### src/rtl/ftr_pkg.sv
package ftr_pkg;

  localparam int RING_NODES = 4;
  localparam int COORD_W    = 2;
  localparam int HOP_W      = 2;

  typedef enum logic [HOP_W-1:0] {
    HOP_STRAIGHT = 2'b00,
    HOP_LEFT     = 2'b01,
    HOP_RIGHT    = 2'b10,
    HOP_EXTRACT  = 2'b11
  } hop_code_e;

  typedef struct packed {
    logic               fwd;
    logic [COORD_W-1:0] count;
  } ring_leg_t;

  // position of a node along a ring linked in the order 0,2,3,1
  function automatic logic [COORD_W-1:0] ring_slot(input logic [COORD_W-1:0] node);
    logic [COORD_W-1:0] slot;
    case (node)
      2'd0:    slot = 2'd0;
      2'd2:    slot = 2'd1;
      2'd3:    slot = 2'd2;
      default: slot = 2'd3;
    endcase
    return slot;
  endfunction

endpackage

### src/rtl/ftr_rst_sync.sv
module ftr_rst_sync (
  input  logic clk,
  input  logic rst_n,
  output logic rst_sync_n
);

  logic stage_q;
  logic out_q;

  always_ff @(posedge clk or negedge rst_n) begin
    if (!rst_n) begin
      stage_q <= 1'b0;
      out_q   <= 1'b0;
    end else begin
      stage_q <= 1'b1;
      out_q   <= stage_q;
    end
  end

  assign rst_sync_n = out_q;

endmodule

### src/rtl/ftr_ring_leg.sv
module ftr_ring_leg
  import ftr_pkg::*;
(
  input  logic [COORD_W-1:0] here_i,
  input  logic [COORD_W-1:0] there_i,
  output ring_leg_t          leg_o
);

  localparam logic [COORD_W-1:0] HALF = COORD_W'(RING_NODES / 2);

  logic [COORD_W-1:0] pos_here;
  logic [COORD_W-1:0] pos_there;
  logic [COORD_W-1:0] gap;

  always_comb begin
    pos_here  = ring_slot(here_i);
    pos_there = ring_slot(there_i);
    gap       = pos_there - pos_here;
    if (gap <= HALF) begin
      // ties (gap == HALF) resolve toward the positive direction
      leg_o.fwd   = 1'b1;
      leg_o.count = gap;
    end else begin
      leg_o.fwd   = 1'b0;
      leg_o.count = ~gap + 1'b1;
    end
  end

endmodule

### src/rtl/ftr_route_pack.sv
module ftr_route_pack
  import ftr_pkg::*;
#(
  parameter int ROUTE_W = 16
) (
  input  ring_leg_t          x_leg_i,
  input  ring_leg_t          y_leg_i,
  output logic [ROUTE_W-1:0] route_o
);

  localparam int SLOTS = ROUTE_W / HOP_W;
  localparam int IDX_W = $clog2(SLOTS) + 2;

  logic             x_moves;
  logic             y_moves;
  logic             head_fwd;
  logic             turn_left;
  logic [IDX_W-1:0] x_len;
  logic [IDX_W-1:0] turn_slot;
  logic [IDX_W-1:0] y_end;
  hop_code_e        turn_code;

  always_comb begin
    x_moves   = |x_leg_i.count;
    y_moves   = |y_leg_i.count;
    head_fwd  = x_moves ? x_leg_i.fwd : 1'b1;
    turn_left = (y_leg_i.fwd == head_fwd);
    turn_code = turn_left ? HOP_LEFT : HOP_RIGHT;
    x_len     = IDX_W'(x_leg_i.count);
    turn_slot = x_moves ? x_len : IDX_W'(1);
    y_end     = turn_slot + IDX_W'(y_leg_i.count);
  end

  for (genvar s = 0; s < SLOTS; s++) begin : g_slot
    localparam logic [IDX_W-1:0] IDX = IDX_W'(s);
    hop_code_e code;

    if (s == 0) begin : g_head
      always_comb begin
        if (x_moves)      code = x_leg_i.fwd ? HOP_RIGHT : HOP_LEFT;
        else if (y_moves) code = HOP_STRAIGHT;
        else              code = HOP_EXTRACT;
      end
    end else begin : g_body
      always_comb begin
        if (IDX < x_len)                                  code = HOP_STRAIGHT;
        else if (y_moves && IDX == turn_slot)             code = turn_code;
        else if (y_moves && IDX > turn_slot && IDX < y_end) code = HOP_STRAIGHT;
        else                                              code = HOP_EXTRACT;
      end
    end

    assign route_o[s*HOP_W +: HOP_W] = code;
  end

endmodule

### src/rtl/ftr_route_gen.sv
module ftr_route_gen
  import ftr_pkg::*;
#(
  parameter int ROUTE_W = 16
) (
  input  logic               clk,
  input  logic               rst_n,
  input  logic               req_i,
  input  logic [COORD_W-1:0] src_x_i,
  input  logic [COORD_W-1:0] src_y_i,
  input  logic [COORD_W-1:0] dst_x_i,
  input  logic [COORD_W-1:0] dst_y_i,
  output logic [ROUTE_W-1:0] route_o,
  output logic               valid_o
);

  localparam int            AXES = 2;
  localparam logic [COORD_W-1:0] HALF = COORD_W'(RING_NODES / 2);

  logic rst_sync_n;

  ftr_rst_sync u_rst_sync (
    .clk        (clk),
    .rst_n      (rst_n),
    .rst_sync_n (rst_sync_n)
  );

  logic [COORD_W-1:0] here  [AXES];
  logic [COORD_W-1:0] there [AXES];
  ring_leg_t          legs  [AXES];

  assign here[0]  = src_x_i;
  assign here[1]  = src_y_i;
  assign there[0] = dst_x_i;
  assign there[1] = dst_y_i;

  for (genvar a = 0; a < AXES; a++) begin : g_axis
    ftr_ring_leg u_leg (
      .here_i  (here[a]),
      .there_i (there[a]),
      .leg_o   (legs[a])
    );
  end

  logic [ROUTE_W-1:0] route_c;

  ftr_route_pack #(.ROUTE_W(ROUTE_W)) u_pack (
    .x_leg_i (legs[0]),
    .y_leg_i (legs[1]),
    .route_o (route_c)
  );

  logic [ROUTE_W-1:0] route_d, route_q;
  logic               valid_d, valid_q;
  logic               route_en;

  always_comb begin
    route_en = req_i;
    valid_d  = req_i;
    route_d  = route_en ? route_c : route_q;
  end

  always_ff @(posedge clk or negedge rst_sync_n) begin
    if (!rst_sync_n) begin
      route_q <= '0;
      valid_q <= 1'b0;
    end else begin
      route_q <= route_d;
      valid_q <= valid_d;
    end
  end

  assign route_o = route_q;
  assign valid_o = valid_q;

  a_r8_valid_after_req: assert property (@(posedge clk) disable iff (!rst_sync_n)
    req_i |=> valid_o);

  a_r8_no_spurious_valid: assert property (@(posedge clk) disable iff (!rst_sync_n)
    !req_i |=> !valid_o);

  a_r8_route_holds: assert property (@(posedge clk) disable iff (!rst_sync_n)
    !req_i |=> $stable(route_o));

  a_r6_top_slot_extract: assert property (@(posedge clk) disable iff (!rst_sync_n)
    valid_o |-> route_o[ROUTE_W-1 -: HOP_W] == HOP_EXTRACT);

  a_r7_local_all_extract: assert property (@(posedge clk) disable iff (!rst_sync_n)
    (req_i && src_x_i == dst_x_i && src_y_i == dst_y_i) |=> route_o == '1);

  a_r2_leg_short: assert property (@(posedge clk) disable iff (!rst_sync_n)
    req_i |-> (legs[0].count <= HALF && legs[1].count <= HALF));

  a_r4_first_hop_x: assert property (@(posedge clk) disable iff (!rst_sync_n)
    (req_i && src_x_i != dst_x_i) |=>
      (route_o[HOP_W-1:0] == HOP_LEFT || route_o[HOP_W-1:0] == HOP_RIGHT));

  a_r10_first_hop_y: assert property (@(posedge clk) disable iff (!rst_sync_n)
    (req_i && src_x_i == dst_x_i && src_y_i != dst_y_i) |=>
      route_o[HOP_W-1:0] == HOP_STRAIGHT);

endmodule

### config.mk
export PLATFORM = sky130hd
export DESIGN_NAME = ftr_route_gen
export DESIGN_NICKNAME = d
export VERILOG_FILES = /design/src/rtl/ftr_pkg.sv /design/src/rtl/ftr_rst_sync.sv /design/src/rtl/ftr_ring_leg.sv /design/src/rtl/ftr_route_pack.sv /design/src/rtl/ftr_route_gen.sv
export SDC_FILE = /design/constraint.sdc
export NUM_CORES = 1
export LEC_CHECK = 0
export BUFFER_PORTS_ARGS = -buffer_cell sky130_fd_sc_hd__buf_4
export CAP_MARGIN = 20
export CORE_MARGIN = 4
export CORE_UTILIZATION = 52
export CTS_BUF_LIST = sky130_fd_sc_hd__clkbuf_4 sky130_fd_sc_hd__clkbuf_8
export DETAILED_ROUTE_END_ITERATION = 10
export PLACE_DENSITY_LB_ADDON = 0.25
export SYNTH_ARGS = -nofsm -noshare
export SYNTH_HDL_FRONTEND = slang
export SYNTH_SLANG_ARGS = --single-unit
### constraint.sdc
create_clock -name clk -period 0.8 [get_ports clk]
set_clock_uncertainty 0.05 [all_clocks]
set_input_delay 0.08 -clock clk [delete_from_list [all_inputs] [get_ports clk]]
set_output_delay 0.08 -clock clk [all_outputs]
set_load 0.005 [all_outputs]
==> summary.txt, run 1 <==
Clocking
  – CTS Sinks: 15
  – Htree depth: 1
  – Clock root buffer: clkbuf_4
  – Number of buffers created by CTS: 3
  – Clk buf depth: 2

Yosys
  – Async SR Flop Fraction: 100%
  – Synth Flop Type: dfrtp_1
  – Post-synth EDFFs: 0
  – Top cells by count, synth: 15 x dfrtp_1, 11 x ha_1, 9 x nor2_1
  – Syn Nets: 110
  – Area leader, netlist: dfrtp_1
  – Synth Warn #: 0
  – Most common cell in the netlist: dfrtp_1
  – Post-synth cell types: 29
  – Top cells by area, synth: dfrtp_1 40%, ha_1 15%, nor2_1 3.6%, xnor2_2 3.5%, buf_4 3.2%
  – Top-area cell type share of the netlist area: 40.4%
  – Cells after Synth: 87
  – Seq/Total Area, Yosys: 40.4%
  – Avg Inst Size Synth: 10.7 sq um
  – Post-Syn Area: 928 sq um
  – #FFs+latches synth: 15

Floorplanning
  – Site Rows: 15
  – Ports: 28
  – Die Wd: 50.3 um
  – DIE HEIGHT: 50.3 um
  – Initial core utilization: 54.4%

Status
  – Run status: stopped before the end
  – Stop stage: global routing (5_1_grt)
  – Run Error: [ERROR DPL-0033] detailed placement checks failed during check placement.

Placement
  – Post-detail-place hpwl: 1520 um
  – RD Place Congestion: 0.815
  – Dpl cell area: 1360 sq um
  – # port buffers: 27

GRT
  – Largest net degree at the start of global routing: 19
  – Antenna violations before repair: 0

STA
  – Worst setup endpoint GRT: route_o[8]$_DFFE_PN0P_/D
  – Worst EP Category: sequential cell input
logic make-up after synthesis:
group,count (synthesis),synth area share [%]
AOI/OAI and AO/OA,15,12.4
xor gates and xnor gates,4,5.39
buffers and inverters,14,7.28
and+or+nand+nor,22,11.6
muxes,4,5.53
DFF,15,40.4
adders and majority gates,12,17.0
other,1,0.404
what timing repair did:
action                                  CTS
hold buffers                              2
setup buffers                             9
endpoints found under the setup margin   28
resized for setup                        29
cloned                                    0
hold endpoints to repair                  3
pin swaps                                 6
stage by stage:
step	setup slack (ps)	instances	hold WS, ps	util, %
CTS	-1020	161	54.6	93.4
detailed placement	-1450	146	-187	79.9
global placement	-1370	146	-188	79.9
floorplan	-1310	87	-266	-
==> run 2: changes to the inputs <==
Settings changed: CORE_AREA set to 4 4 65 67, CORE_MARGIN 4 to unset, CORE_UTILIZATION 52 to unset, CTS_BUF_LIST sky130_fd_sc_hd__clkbuf_4 sky130_fd_sc_hd__clkbuf_8 to unset, DIE_AREA set to 0 0 69 71, PLACE_DENSITY_LB_ADDON 0.25 to 0.15.
==> run 2 against run 1 <==
Compared with the run above:
- the flow now finishes, with violations (negative setup slack)
- synthesized cell count did not move
- synthesized area did not move
==> summary.txt, run 2 <==
Worst setup path
  – Worst Setup Start Kind: input port
  – Slowest stage delay, CP: 530 ps
  – Worst path most repeated cell: ha_4
  – Buf/Inv on CP: 4
  – Beginning of the critical path: src_x_i[1]
  – Worst flop-to-flop path endpoint: route_o[4]$_DFFE_PN0P_
  – CP delay by family, top: adder cells
  – Worst r2r src: route_o[4]$_DFFE_PN0P_
  – Worst-path cell chain: buf_12 -> inv_12 -> ha_4 -> inv_2 -> ha_4 -> nor2b_4 -> inv_2 -> ha_4 -> fa_2 -> a21o_1 -> mux2i_1 -> o22a_1
  – R2R setup slack: -70 ps
  – Critical path endpoint: route_o[4]$_DFFE_PN0P_
  – WP depth: 12
  – Crit path capture type: flop
  – Slowest-stage cell, CP: fa_2
  – CP Max Fanout: 2
  – CP arrival: 1970 ps
  – FF-to-FF path depth: 2
  – Worst EP required: 880 ps
  – CP Class: in -> reg

Clocking
  – Number of buffers created by CTS: 3
  – CTS Sinks: 15
  – Clock root buffer: clkbuf_8
  – Clk Latency, worst-skew pair: 240 ps
  – Clk pin slew, worst setup/hold paths: 60 ps
  – Clk buf depth: 2
  – Htree depth: 1
  – CTS tree: built

GRT
  – Largest net degree at the start of global routing: 15
  – Global-route wire length before repair: 3680 um
  – Vias in the first global route: 861
  – GRT Util Overall: 9.33%
  – Grt ovf: 0
  – Antenna violations before repair: 0

Yosys
  – Post-synth cell types: 29
  – Synth Flop Type: dfrtp_1
  – Async SR Flop Fraction: 100%
  – Top cells by count, synth: 15 x dfrtp_1, 11 x ha_1, 9 x nor2_1
  – #FFs+latches synth: 15
  – Top cells by area, synth: dfrtp_1 40%, ha_1 15%, nor2_1 3.6%, xnor2_2 3.5%, buf_4 3.2%
  – Seq/Total Area, Yosys: 40.4%
  – Avg Inst Size Synth: 10.7 sq um
  – Post-synth EDFFs: 0
  – Top-area cell type share of the netlist area: 40.4%
  – Post-Syn Area: 928 sq um
  – Cells after Synth: 87
  – Synth Warn #: 0
  – Syn Nets: 110
  – Area leader, netlist: dfrtp_1
  – Most common cell in the netlist: dfrtp_1

STA
  – # setup viols final: 28
  – Worst setup margin: -1090 ps
  – RSZ-0062 raised after global routing: true
  – Tmin final: 1890 ps
  – Hold Vio Cnt, Final: 0
  – Fin. max-slew vios: 0
  – Achievable Freq: 529 MHz
  – Final period util: 236%

Floorplanning
  – Initial core utilization: 25.6%
  – Die ar.: 4900 sq um
  – DIE HEIGHT: 71 um
  – Die Wd: 69 um
  – Site Rows: 22
  – Ports: 28
  – Core Region: 3630 sq um

Detailed routing
  – Via/cell ratio: 4.24
  – DR vias: 806
  – Pre-antenna DRT Iters: 4
  – WL per Instance: 11.0 um
  – Final WL: 2090 um
  – DRC: 0
  – Antenna-violating nets left: 0
  – Iter 0 DRT Violations: 29

Placement
  – # port buffers: 27
  – RD Place Congestion: 0.794
  – Post-detail-place hpwl: 1530 um
  – Dpl cell area: 1390 sq um

Finish
  – P&R area growth vs syn: 89.9%
  – Number of diodes: 0
  – Most frequent cells in the layout: 33 x buf_4, 21 x buf_6, 15 x dfrtp_1
  – Share of cells above drive strength 1: 69.0%
  – Largest register FFs: 12
  – Fin util: 48.5%
  – Design area: 1760 sq um
  – Fill count: 357
  – Commonest non-fill, non-tap cell in the layout: buf_4
  – NumNets Final: 166

Run
  – Max cap viols: 0

Power and ir drop
  – Cell Pwr Density: 2070 nW/um^2
  – Leak: 0.777 nW
  – Tot Pwr: 3.66 mW
  – VDD IR-drop max: 0.686 mV

Status
  – Failing checks: negative setup slack
  – Run status: complete, but fails checks

Hold path
  – Hold crit path type: in -> async
[run 2: cell counts after synthesis]
Identical to the previous run, type by type.
[run 2: worst min path at each step]
stage	startpoint	end	slack [ps]	cells past startpoint
2_1_floorplan	rst_n	u_rst_sync.rst_sync_n$_DFF_PN0_	-270	0
3_3_place_gp	rst_n	u_rst_sync.rst_sync_n$_DFF_PN0_	-190	1
3_5_place_dp	rst_n	u_rst_sync.rst_sync_n$_DFF_PN0_	-190	1
4_1_cts	rst_n	u_rst_sync.rst_sync_n$_DFF_PN0_	100	2
5_1_grt	rst_n	u_rst_sync.rst_sync_n$_DFF_PN0_	100	2
6_report	rst_n	u_rst_sync.rst_sync_n$_DFF_PN0_	100	2
[run 2: logic make-up (layout without fill, tap and decap cells)]
group / after synthesis / count (layout) / synth area share [%]
and+or+nand+nor: 22 / 22 / 11.6
adders and majority gates: 12 / 12 / 17.0
muxes: 4 / 4 / 5.53
other: 1 / 1 / 0.404
xor gates and xnor gates: 4 / 4 / 5.39
DFF: 15 / 15 / 40.4
buffers and inverters: 14 / 69 / 7.28
AOI/OAI and AO/OA: 15 / 15 / 12.4
[run 2: metal layers]
metal | up-vias | track usage, % | wire, um
met1 | 386 | 10.2 | 849
met4 | 0 | 3.90 | 16
met2 | 17 | 16.9 | 1120
met5 | - | 0 | 0
met3 | 2 | 2.56 | 105
li1 | 401 | - | -
[run 2: timing repair]
action	in CTS	in global routing
setup endpoints to repair	28	29
pin swaps	4	11
resized for setup	34	13
setup buffers	16	3
endpoints found under the hold margin	2	0
hold buffers	1	0
[run 2: where the power goes]
group	leakage [nW]	switching [mW]	internal, mW	total [mW]
Sequential	0.157	0.129	0.923	1.05
Clock	0.0228	0.247	0.352	0.599
Combinational	0.597	0.728	1.28	2.01
[run 2: through the flow]
stage	hold WS [ps]	setup TNS, ps	std cells	setup WS, ps
final	99.3	-11040	190	-1090
after CTS	98.2	-11120	189	-1080
after global routing	96.5	-12160	190	-1160
after detailed placement	-186	-12720	168	-1420
after global placement	-188	-12400	168	-1380
after floorplan	-266	-10290	87	-1310
[run 2: cell type report]
class / count / area [sq um] / area share [%]
timing repair buffer: 57 / 534 / 30.3
multi-input combinational: 58 / 693 / 39.3
inverter: 8 / 55.1 / 3.12
clock buffer: 4 / 45.0 / 2.56
sequential: 15 / 375 / 21.3
tap: 48 / 60.1 / 3.41
[run 2: worst register-to-register path: stages (launching register included)]
cell and delay [ps]:
dfrtp_1 390, buf_4 140, o22a_1 190
(Power assumes the default switching activity.)
